**config.mk**
```make
export PLATFORM = sky130hd
export DESIGN_NAME = sram_elem_copier
export DESIGN_NICKNAME = d
export VERILOG_FILES = /design/src/rtl/copy_pkg.sv /design/src/rtl/copy_rst_sync.sv /design/src/rtl/copy_addr_calc.sv /design/src/rtl/copy_seq.sv /design/src/rtl/sram_elem_copier.sv
export SDC_FILE = /design/constraint.sdc
export NUM_CORES = 1
export LEC_CHECK = 0
export ABC_AREA = 1
export BUFFER_PORTS_ARGS = -buffer_cell sky130_fd_sc_hd__buf_2
export CORE_ASPECT_RATIO = 1.1
export CORE_MARGIN = 10
export CORE_UTILIZATION = 32
export DETAILED_ROUTE_END_ITERATION = 16
export REMOVE_ABC_BUFFERS = 1
export SKIP_LAST_GASP = 1
export SLEW_MARGIN = 20
export SYNTH_ARGS = -nofsm -noshare
export SYNTH_HDL_FRONTEND = slang
export SYNTH_SLANG_ARGS = --single-unit
```
**constraint.sdc**
```tcl
create_clock -name clk -period 2 [get_ports clk]
set_input_delay 0.1 -clock clk [delete_from_list [all_inputs] [get_ports clk]]
set_output_delay 0.1 -clock clk [all_outputs]
set_load 0.03 [all_outputs]
```
**src/rtl/copy_pkg.sv**
```systemverilog
package copy_pkg;
  typedef enum logic [2:0] {
    ST_IDLE  = 3'd0,
    ST_READ  = 3'd1,
    ST_WAIT  = 3'd2,
    ST_WRITE = 3'd3,
    ST_DONE  = 3'd4
  } copy_state_e;
endpackage

```
**src/rtl/copy_rst_sync.sv**
```systemverilog
module copy_rst_sync (
  input  logic clk,
  input  logic rst_n,
  output logic rst_sync_n
);
  logic stage_q;

  always_ff @(posedge clk or negedge rst_n) begin
    if (!rst_n) begin
      stage_q    <= 1'b0;
      rst_sync_n <= 1'b0;
    end else begin
      stage_q    <= 1'b1;
      rst_sync_n <= stage_q;
    end
  end
endmodule

```
**src/rtl/copy_addr_calc.sv**
```systemverilog
module copy_addr_calc #(
  parameter int IDX_W  = 8,
  parameter int ADDR_W = 8
) (
  input  logic [IDX_W-1:0]  part_idx,
  input  logic [IDX_W-1:0]  dim_idx,
  input  logic [IDX_W-1:0]  num_dims,
  output logic [ADDR_W-1:0] lin_addr
);
  localparam int PROD_W = 2 * IDX_W;

  logic [PROD_W-1:0] row_base;
  logic [PROD_W-1:0] col_off;
  logic [PROD_W-1:0] full_sum;

  always_comb begin
    row_base = PROD_W'(part_idx - 1'b1) * PROD_W'(num_dims);
    col_off  = PROD_W'(dim_idx - 1'b1);
    full_sum = row_base + col_off;
    lin_addr = ADDR_W'(full_sum);
  end
endmodule

```
**src/rtl/copy_seq.sv**
```systemverilog
module copy_seq
  import copy_pkg::*;
#(
  parameter int ADDR_W = 8,
  parameter int DATA_W = 16
) (
  input  logic              clk,
  input  logic              rst_n,
  input  logic              start,
  input  logic [ADDR_W-1:0] addr_in,
  input  logic [DATA_W-1:0] rdata,
  output copy_state_e       state_q,
  output logic [ADDR_W-1:0] addr_q,
  output logic [DATA_W-1:0] data_q
);
  copy_state_e state_d;
  logic        addr_en;
  logic        data_en;

  always_comb begin
    state_d = state_q;
    case (state_q)
      ST_IDLE:  if (start) state_d = ST_READ;
      ST_READ:  state_d = ST_WAIT;
      ST_WAIT:  state_d = ST_WRITE;
      ST_WRITE: state_d = ST_DONE;
      ST_DONE:  state_d = ST_IDLE;
      default:  state_d = ST_IDLE;
    endcase
  end

  assign addr_en = (state_q == ST_IDLE) && start;
  assign data_en = (state_q == ST_WAIT);

  always_ff @(posedge clk or negedge rst_n) begin
    if (!rst_n) state_q <= ST_IDLE;
    else        state_q <= state_d;
  end

  always_ff @(posedge clk or negedge rst_n) begin
    if (!rst_n)       addr_q <= '0;
    else if (addr_en) addr_q <= addr_in;
  end

  always_ff @(posedge clk or negedge rst_n) begin
    if (!rst_n)       data_q <= '0;
    else if (data_en) data_q <= rdata;
  end

  AST_ADDR_HELD: assert property (@(posedge clk) disable iff (!rst_n)
    (state_q != ST_IDLE) && ($past(state_q) != ST_IDLE) |-> $stable(addr_q)) else $error("addr changed while busy");
endmodule

```
**src/rtl/sram_elem_copier.sv**
```systemverilog
module sram_elem_copier
  import copy_pkg::*;
#(
  parameter int IDX_W  = 8,
  parameter int ADDR_W = 8,
  parameter int DATA_W = 16
) (
  input  logic              clk,
  input  logic              rst_n,
  input  logic              start,
  input  logic [IDX_W-1:0]  part_idx,
  input  logic [IDX_W-1:0]  dim_idx,
  input  logic [IDX_W-1:0]  num_dims,
  output logic              busy,
  output logic              done,
  output logic              src_cen_n,
  output logic              src_wen_n,
  output logic [ADDR_W-1:0] src_addr,
  input  logic [DATA_W-1:0] src_rdata,
  output logic              dst_cen_n,
  output logic              dst_wen_n,
  output logic [ADDR_W-1:0] dst_addr,
  output logic [DATA_W-1:0] dst_wdata
);
  logic              rst_sync_n;
  logic [ADDR_W-1:0] calc_addr;
  logic [ADDR_W-1:0] addr_q;
  logic [DATA_W-1:0] data_q;
  copy_state_e       state_q;

  copy_rst_sync i_rst_sync (
    .clk        (clk),
    .rst_n      (rst_n),
    .rst_sync_n (rst_sync_n)
  );

  copy_addr_calc #(.IDX_W(IDX_W), .ADDR_W(ADDR_W)) i_addr_calc (
    .part_idx (part_idx),
    .dim_idx  (dim_idx),
    .num_dims (num_dims),
    .lin_addr (calc_addr)
  );

  copy_seq #(.ADDR_W(ADDR_W), .DATA_W(DATA_W)) i_seq (
    .clk     (clk),
    .rst_n   (rst_sync_n),
    .start   (start),
    .addr_in (calc_addr),
    .rdata   (src_rdata),
    .state_q (state_q),
    .addr_q  (addr_q),
    .data_q  (data_q)
  );

  always_comb begin
    busy      = (state_q != ST_IDLE);
    done      = (state_q == ST_DONE);
    src_cen_n = !(state_q == ST_READ);
    src_wen_n = 1'b1;
    src_addr  = addr_q;
    dst_cen_n = !(state_q == ST_WRITE);
    dst_wen_n = !(state_q == ST_WRITE);
    dst_addr  = addr_q;
    dst_wdata = data_q;
  end

  AST_READ_AFTER_START: assert property (@(posedge clk) disable iff (!rst_sync_n)
    start && !busy |=> !src_cen_n && src_wen_n) else $error("no read after start");
  AST_READ_ONE_CYCLE: assert property (@(posedge clk) disable iff (!rst_sync_n)
    !src_cen_n |=> src_cen_n) else $error("read longer than one cycle");
  AST_WAIT_BEFORE_WRITE: assert property (@(posedge clk) disable iff (!rst_sync_n)
    !dst_cen_n |-> $past(src_cen_n) && $past(dst_cen_n) && !$past(src_cen_n, 2)) else $error("write not two cycles after read");
  AST_NO_DUAL_ENABLE: assert property (@(posedge clk) disable iff (!rst_sync_n)
    !(!src_cen_n && !dst_cen_n)) else $error("both memories enabled");
  AST_DONE_AFTER_WRITE: assert property (@(posedge clk) disable iff (!rst_sync_n)
    done |-> $past(!dst_cen_n) && dst_cen_n && src_cen_n && dst_wen_n) else $error("done not after write");
  AST_DONE_PULSE: assert property (@(posedge clk) disable iff (!rst_sync_n)
    done |=> !done && !busy) else $error("done longer than one cycle");
endmodule

```
Word level (Yosys, flattened, before mapping)
Index checks and enable logic that the tools add are counted.
{"block": "totals", "ff_bits": 29, "input_bits": 43}
{"block": "op_classes", "add_sub_neg": 3, "n_mul": 1, "eq_ne": 5, "mux": 2, "n_reduce_logical": 5}
{"cell": "$mul A16 B8 Y8", "count": 1}
{"cell": "$pmux W3 S4", "count": 1}
{"cell": "$sub A8 B1 Y9 const B", "count": 1}
{"cell": "$add A8 B8 Y8", "count": 1}
{"cell": "$sub A8 B1 Y8 const B", "count": 1}
{"cell": "$eq A3 B2 Y1 const B", "count": 2}
{"cell": "$eq A3 B1 Y1 const B", "count": 1}
{"cell": "$eq A3 B3 Y1 const B", "count": 1}
{"cell": "$logic_not A3 Y1", "count": 1}
{"cell": "$mux W3", "count": 1}
{"cell": "$reduce_bool A3 Y1", "count": 1}
{"cell": "$logic_not A1 Y1", "count": 2}
{"cell": "$ne A2 B2 Y1 const B", "count": 1}
{"cell": "$logic_and A1 B1 Y1", "count": 1}

Logic depth before layout (Yosys ltp)
Gate-level depths: netlist (run 1).
{"block": "depth", "ltp_word": 3, "depth_mapped": 31, "mapped_depth_nobuf": 30}

Hierarchy
Synthesis (run 1) repeated with hierarchy kept, for this count alone.
{"block": "unflattened", "hier_cells": 375, "hier_area_um2": 2824.0}
{"module": "copy_addr_calc", "n_inst": 1, "cells_per_inst": 238, "area_per_inst_um2": 1575.3}
{"module": "copy_seq", "n_inst": 1, "cells_per_inst": 115, "area_per_inst_um2": 1077.3}
{"module": "sram_elem_copier", "n_inst": 1, "cells_per_inst": 19, "area_per_inst_um2": 117.6}
{"module": "copy_rst_sync", "n_inst": 1, "cells_per_inst": 3, "area_per_inst_um2": 53.8}

Worst setup path after synthesis (run 1)
Ideal clock, no wire load.
{"block": "synth_timing", "kind": "input -> register", "from": "input part_idx[0]", "to": "register i_seq.addr_q[7]", "setup_time_ps": 117, "arrival_ps": 4589, "required_time_ps": 1883, "slack_ps": -2706, "stages": 31, "path_buffers": 1, "path_cell_list": "inv_2 -> buf_6 -> ha_1 -> nand2_1 -> nand2_1 -> nand2_1 -> inv_1 -> nand2_1 -> fa_1 -> inv_1 -> fa_1 -> inv_1 -> fa_1 -> inv_1 -> fa_1 -> inv_1 -> fa_1 -> inv_1 -> ha_1 -> nand2_1 -> inv_1 -> nand4_1 -> nand3_1 -> nand2_1 -> nand2_1 -> inv_1 -> nand2_1 -> nand2_1 -> nand3b_1 -> nand3_1 -> nand2_1"}
{"block": "synth_via", "elab_chain_cells": 3}
{"item": "from (decl)", "line": "sram_elem_copier.sv:11", "source": "input logic [IDX_W-1:0] part_idx,"}
{"item": "$sub A8 B1 Y9", "line": "copy_addr_calc.sv:17", "source": "row_base = PROD_W'(part_idx - 1'b1) * PROD_W'(num_dims);"}
{"item": "$mul A16 B8 Y8", "line": "copy_addr_calc.sv:17"}
{"item": "$add A8 B8 Y8", "line": "copy_addr_calc.sv:19", "source": "full_sum = row_base + col_off;"}
{"item": "to (signal assigned)", "line": "copy_seq.sv:42", "source": "else if (addr_en) addr_q <= addr_in;"}
{"item": "to (decl)", "line": "copy_seq.sv:13", "source": "output logic [ADDR_W-1:0] addr_q,"}
Every way passes these cells.
A chain may end at the register's enable or synchronous reset.

Worst setup path in the final report (run 1)
{"block": "layout_timing", "from": "input part_idx[2]", "to": "register i_seq.addr_q[7]"}
The elaborated chain is that of the path after synthesis.

==> results of run 1 <==
[routing by layer]
metal	GRT usage, %	up-vias
met2	20.9	86
met5	0	-
met4	3.17	0
met3	3.23	7
li1	-	1311
met1	12.9	1225
[worst max-delay path, delay by kind of cell]
family	cells	cell delay, ns
buffers and inverters	8	0.59
AND/OR/NAND/NOR	14	1.15
adder cells (fa/ha/maj)	6	2.78
[area by class of cell]
class | instances | area share, %
sequential | 29 | 18.1
clock buffer | 5 | 1.72
clock inverter | 3 | 0.438
multi-input combinational | 220 | 44.6
timing repair buffer | 144 | 23.7
inverter | 82 | 8.01
tap | 111 | 3.47
[synth_stat cells, drive strengths merged]
master	count
nand2	93
inv	82
dfrtp	29
fa	22
nand3	22
ha	18
nor2	18
mux2	16
buf	12
o21ai	7
nand4	6
xor2	5
a21oi	4
a31oi	2
xnor2	2
a21o	1
clkbuf	1
conb	1
nand3b	1
nor3	1
[worst max path at each step]
stage                     start              end  slack, ns  cells past startpoint
finish              part_idx[2]  i_seq.addr_q[7]      -2.44                     28
global placement    part_idx[0]  i_seq.addr_q[7]      -2.77                     29
CTS                 part_idx[1]  i_seq.addr_q[7]      -2.45                     29
global route        part_idx[2]  i_seq.addr_q[7]      -2.68                     29
floorplan           part_idx[0]  i_seq.addr_q[7]      -2.71                     30
detailed placement  part_idx[0]  i_seq.addr_q[7]      -2.93                     31
[logic make-up (layout without fill, tap and decap cells)]
logic type / count (synthesis) / in the layout
XOR/XNOR: 7 / 7
AND/OR/NAND/NOR: 141 / 141
AO/OA/AOI/OAI: 14 / 14
adder cells (fa/ha/maj): 40 / 40
buffers and inverters: 95 / 234
multiplexers: 16 / 16
flip-flops: 29 / 29
other: 1 / 2
[report_power, final]
part | internal (uW) | switching, uW
Combinational | 1700 | 2360
Sequential | 869 | 159
Clock | 239 | 206
Total | 2810 | 2720
[registers in the layout, indices dropped and copies added, names as in the netlist]
signal	count
i_seq.data_q	16
i_seq.addr_q	8
i_seq.state_q	3
i_rst_sync.rst_sync_n	1
i_rst_sync.stage_q	1
[what timing repair did]
| item | CTS | global route |
|---|---|---|
| hold endpoints to repair | 2 | 0 |
| resized for setup | 49 | 17 |
| hold buffers | 1 | 0 |
| pin swaps | 44 | 16 |
| setup endpoints to repair | 6 | 6 |
| setup buffers | 7 | 6 |
[cell usage in the layout (no fill, tap or decap), drive strengths merged]
cell / netlist / layout
xor2: 5 / 5
nor3: 1 / 1
mux2: 16 / 16
conb: 1 / 2
nand4: 6 / 6
o21ai: 7 / 7
a21o: 1 / 1
fa: 22 / 22
dfrtp: 29 / 29
ha: 18 / 18
a21oi: 4 / 4
dlygate4sd3: 0 / 1
a31oi: 2 / 2
clkbuf: 1 / 5
nand2: 93 / 93
buf: 12 / 143
clkinvlp: 0 / 1
inv: 82 / 82
nor2: 18 / 18
xnor2: 2 / 2
nand3: 22 / 22
clkinv: 0 / 2
nand3b: 1 / 1
[metrics by stage]
stage	util, %	cells	power (uW)	hold WS (ns)	worst slack [ns]
floorplan	-	331	3520	-0.196	-2.71
global placement	42.8	573	4630	-0.116	-2.77
detailed placement	42.8	573	4730	-0.112	-2.93
CTS	46.9	589	5530	0.0539	-2.45
global route	47.8	594	6110	0.0542	-2.68
finish	47.8	594	5530	0.0613	-2.44
==> summary.txt, run 1 <==
Synthesis
  • Share of the yosys chip area belonging to registers: 26.4%
  • Synth Cell Area: 2750 sq um
  • Syn Area/Cell: 8.01 sq um
  • Yosys warns: 0
  • Portion of netlist area occupied by mux cells: 6.55%
  • Adder-cell share of the synthesized area: 24.2%
  • Leading post-synthesis cells by cell area: sky130_fd_sc_hd__dfrtp_1 (26%), sky130_fd_sc_hd__fa_1 (16%), sky130_fd_sc_hd__nand2_1 (12%)
  • Complex-gate fraction of the synthesized area: 2.73%
  • Number of instances in the synthesized netlist: 343
  • Main combinational cell family by area after synthesis: adder cells
  • Xor-xnor portion of the synthesized cell area: 2.23%
  • Fraction of the mapped netlist area in simple logic gates: 23.1%
  • Unique masters post-synth: 29
  • Number of synthesized register bits: 29
  • Top cell type's share of synthesized area: 26.4%
  • Yosys top cell by area: sky130_fd_sc_hd__dfrtp_1

Worst setup path
  • Worst reg-to-reg setup slack: 0.39 ns
  • Number of cells traversed by the worst register-to-register path: 3
  • Crit Reg-Reg Startpoint: i_seq.state_q[0]
  • Endpoint required time on the critical path: 2.16 ns
  • Delay of the slowest cell on the worst path: 0.53 ns
  • Kind of start point of the critical path: input pin
  • Peak fanout along the critical path: 3
  • Element type at the critical path end: register
  • Worst EP arrival: 4.60 ns
  • Capturing point of the worst reg2reg path: i_seq.data_q[2]
  • Crit path max-delay cell type: sky130_fd_sc_hd__fa_1
  • Class of the most critical setup path: in2reg

Place
  • Cell area after placement: 3580 sq um
  • Quantity of I/O buffers inserted on ports: 79
  • Detailed placement HPWL: 6320 um
  • Final Wtd Congestion: 0.920

Routing
  • Post-route ant nets: 0
  • Vias per cell: 4.43
  • Wire length per cell after detailed routing: 12.4 um
  • Met3 wire length: 691 um
  • Total Wirelength: 7350 um
  • # DRC: 0
  • Number of design-rule violations left by the first detailed-router iteration: 46
  • First-pass DRT Iterations: 4
  • Amount of wire on met2 after detailed routing: 3550 um
  • Highest routed layer: met4
  • Via count of the routed design: 2,629
  • Routed met1 length: 3050 um

Global routing
  • Global-route wire length before repair: 12,200 um
  • Largest net degree at the start of global routing: 28
  • Global-route total usage across every layer: 11.6%
  • Congestion Overflow GR: 0
  • Initial antenna violation count: 0
  • Via count of the first global-routing pass: 2,774

Final layout
  • # diodes: 0
  • Net total in the final layout: 565
  • Share of final-layout standard cells stronger than drive strength 1: 46.0%
  • Count of filler cells inserted in the layout: 835
  • Non-Filler Cell Area, Final: 4000 sq um
  • Relative area change from synthesis to final layout: 45.5%
  • Multi-input combinational cell area: 1780 sq um
  • Storage cell area: 726 sq um

STA
  • Final setup margin: -2.44 ns
  • Final setup vio count: 6
  • Fmax achieved: 225 MHz
  • Number of hold violations in the final report: 0
  • Count of final max-slew check failures: 0
  • Max-Slew Margin vs Limit: 56.9%
  • Tightest Pin Transition: 0.646 ns
  • Summed negative setup slack over all endpoints: -11.47 ns
  • Period minus WS final: 4.44 ns
  • Share of the clock period used by the worst path: 222%
  • Setup repair after global routing missed its margin: true
  • Clock Skew: 0.00241 ns

Clock tree
  • Clock tree from TritonCTS: yes
  • TritonCTS Sinks: 29
  • Clock latency on the worst-skew pair: 0.27 ns
  • Clock root buffer: sky130_fd_sc_hd__clkbuf_8
  • Total CTS buffers: 5
  • Total number of H-tree levels: 2
  • Register clock-pin slew on the reported worst setup and hold paths: 0.06 ns
  • Longest Clk Path Bufs: 2

Worst hold path
  • Hold wc startpoint: src_rdata[3]
  • Hold Path Stages: 2
  • Capture endpoint of the worst hold path: i_seq.data_q[3]
  • Path class of the lowest-slack min-delay path: in2reg

Outcome
  • Result of the run: complete, but fails checks
  • Violated checks: setup timing

Floorplanning
  • Height of the chip: 117 um
  • DIE AREA: 12,700 sq um
  • Cell Rows: 35
  • Core Region: 8360 sq um
  • Top-level port count: 81
  • Effective utilization at floorplan: 32.9%
  • Die W: 108 um

Pwr
  • Leak Pwr: 0.00222 uW
  • Largest voltage drop on the vdd net: 0.000483 V
  • Power per standard cell area: 1380 nW/um^2

Flow run
  • Max Cap Violations: 0
Power figures use the tool's default switching activity.
==> run 2, diff against run 1 <==
clock period = 4 ns   (was 2 ns; I/O delays follow)
==> run 2 against run 1 <==
The flow still finishes with violations (setup timing). Critical path depth grew 17. Power shrank 48%. Clock power shrank 50%. Register-to-register slack gained 2.0 ns. Setup slack gained 1.8 ns. Combinational power shrank 48%. Via count grew 2.3%. First-iteration DRC count grew 52%. Sequential power shrank 50%. Critical endpoint unchanged. Largest cell class unchanged. Highest routed layer unchanged.
==> summary.txt, run 2 (synthesized netlist as in run 1, its figures left out) <==
Outcome
  • Result of the run: complete, but fails checks
  • Violated checks: setup timing

Final layout
  • Most frequent cells in the layout: sky130_fd_sc_hd__buf_4 (82), sky130_fd_sc_hd__buf_2 (75), sky130_fd_sc_hd__nand2_1 (68)
  • Largest registers ranked by flip-flop count: i_seq.data_q x16, i_seq.addr_q x8, i_seq.state_q x3
  • Leading cell type in the layout, fill and taps excluded: sky130_fd_sc_hd__buf_4
  • Largest register FFs: 16 (unchanged)
  • Count of filler cells inserted in the layout: 787 (-5.7%)
  • Relative area change from synthesis to final layout: 52.3%
  • Net total in the final layout: 588 (+4.1%)
  • # diodes: 0 (unchanged)
  • Register with the most flip-flops: i_seq.data_q
  • Final std cells w/o fill: 617 (+3.9%)
  • Finished Core Util: 50.1% (+2.2 points)
  • Share of final-layout standard cells stronger than drive strength 1: 50.8% (+4.8 points)

Routing
  • Via count of the routed design: 2,689 (+2.3%)
  • Post-route ant nets: 0 (unchanged)
  • # DRC: 0 (unchanged)
  • Number of design-rule violations left by the first detailed-router iteration: 70 (+52%)
  • Total Wirelength: 7810 um (+6.3%)
  • Wire length per cell after detailed routing: 12.7 um (+2.3%)
  • Vias per cell: 4.36 (-1.5%)
  • First-pass DRT Iterations: 4 (unchanged)

Place
  • Number of cells in the design after placement: 568 (-0.87%)
  • Quantity of I/O buffers inserted on ports: 79 (unchanged)
  • Dpl ws: -1.01 ns (+1.92 ns)
  • Final Wtd Congestion: 0.932 (+1.3%)
  • Detailed placement HPWL: 5980 um (-5.3%)

Floorplanning
  • Cell Rows: 35 (unchanged)
  • Top-level port count: 81 (unchanged)
  • Height of the chip: 117 um (unchanged)
  • Effective utilization at floorplan: 32.9% (unchanged)
  • DIE AREA: 12,700 sq um (unchanged)
  • Core Region: 8360 sq um (unchanged)
  • Die W: 108 um (unchanged)

Worst hold path
  • Hold Path Stages: 2 (unchanged)
  • Hold wc startpoint: src_rdata[10]
  • Path class of the lowest-slack min-delay path: in2reg
  • Capture endpoint of the worst hold path: i_seq.data_q[10]

STA
  • Number of hold violations in the final report: 0 (unchanged)
  • Clock Skew: 0.00363 ns (+0.00123 ns)
  • Summed negative setup slack over all endpoints: -1.10 ns (+10.37 ns)
  • Tightest Pin Transition: 0.658 ns (+0.0119 ns)
  • Setup repair after global routing missed its margin: true
  • Period minus WS final: 4.62 ns
  • Max-Slew Margin vs Limit: 56.1% (-0.80 points)
  • Final setup margin: -0.622 ns (+1.82 ns)
  • Final setup vio count: 3 (-3)
  • Fmax achieved: 216 MHz
  • Share of the clock period used by the worst path: 116%
  • Count of final max-slew check failures: 0 (unchanged)

Clock tree
  • Clock latency on the worst-skew pair: 0.27 ns (about the same)
  • Register clock-pin slew on the reported worst setup and hold paths: 0.06 ns (about the same)
  • Clock tree from TritonCTS: yes
  • Longest Clk Path Bufs: 2 (unchanged)
  • Total CTS buffers: 5 (unchanged)
  • TritonCTS Sinks: 29 (unchanged)
  • Clock root buffer: sky130_fd_sc_hd__clkbuf_8
  • Total number of H-tree levels: 2 (unchanged)

Global routing
  • Global-route wire length before repair: 12,200 um (+0.35%)
  • Initial antenna violation count: 0 (unchanged)
  • Congestion Overflow GR: 0 (unchanged)
  • Global-route total usage across every layer: 11.6% (+0.087 points)
  • Via count of the first global-routing pass: 2,741 (-1.2%)
  • Largest net degree at the start of global routing: 28 (unchanged)

Worst setup path
  • Capturing point of the worst reg2reg path: i_seq.data_q[13]
  • Class of the most critical setup path: in2reg
  • Endpoint required time on the critical path: 4.21 ns (+2.05 ns)
  • Dominant delay contributor by cell family on the critical path: buffers and inverters
  • Crit Reg-Reg Startpoint: i_seq.state_q[0]
  • Kind of start point of the critical path: input pin
  • WP buf/inv: 34 (+26)
  • Most used cell, CP: sky130_fd_sc_hd__buf_4
  • Peak fanout along the critical path: 5 (+2)
  • Crit path launch: part_idx[0]
  • Number of cells traversed by the worst register-to-register path: 3 (unchanged)
  • Element type at the critical path end: register
  • Worst EP arrival: 4.83 ns (+0.23 ns)
  • Crit path max-delay cell type: sky130_fd_sc_hd__buf_4
  • Worst reg-to-reg setup slack: 2.40 ns (+2.01 ns)
  • Delay of the slowest cell on the worst path: 0.13 ns (-0.40 ns)

Pwr
  • Leak Pwr: 0.00233 uW (+5.1%)
  • Power per standard cell area: 685 nW/um^2 (-50%)
  • Largest voltage drop on the vdd net: 0.000256 V (-47%)

Flow run
  • Max Cap Violations: 0 (unchanged)
run 2: metal layers:
metal	wire [um]	track usage, %	vias to the layer above
li1	-	-	1345
met1	3190	13.1	1242
met2	3750	20.6	90
met3	722	3.23	12
met4	151	4.05	0
met5	0	0	-
run 2: what timing repair did:
| action | CTS | global route |
|---|---|---|
| setup endpoints to repair | 4 | 4 |
| endpoints found under the hold margin | 2 | 0 |
| setup buffers | 36 | 6 |
| pin swaps | 29 | 30 |
| hold buffers | 1 | 0 |
| resized for setup | 39 | 37 |
run 2: metrics by stage:
step,hold WS [ns],cell area (sq um),total power [uW]
final,0.163,4190,2870
after global routing,0.150,4190,3160
after CTS,0.158,4060,2780
after detailed placement,-0.0122,3540,2350
after global placement,-0.0154,3540,2310
after floorplan,-0.0956,2660,1760
run 2: worst max-delay path by stage:
stage / to / slack, ns / cells after the start
after global placement: i_seq.addr_q[7] / -0.87 / 30
after CTS: i_seq.addr_q[7] / -0.49 / 29
after floorplan: i_seq.addr_q[7] / -0.81 / 30
final: i_seq.addr_q[7] / -0.62 / 45
after global routing: i_seq.addr_q[7] / -0.79 / 31
after detailed placement: i_seq.addr_q[7] / -1.01 / 31
run 2: layout make-up:
class                      count  area, sq um  area share, %
timing repair buffer         167         1110           26.6
sequential                    29          727           17.4
inverter                      82          318           7.59
clock buffer                   5         68.8           1.64
multi-input combinational    220         1800           43.1
clock inverter                 3         17.5          0.418
tap                          111          139           3.32
run 2: power breakdown:
part | total, uW | internal [uW] | switching [uW]
combinational | 2130 | 911 | 1220
clock | 221 | 119 | 101
sequential | 517 | 435 | 82.3
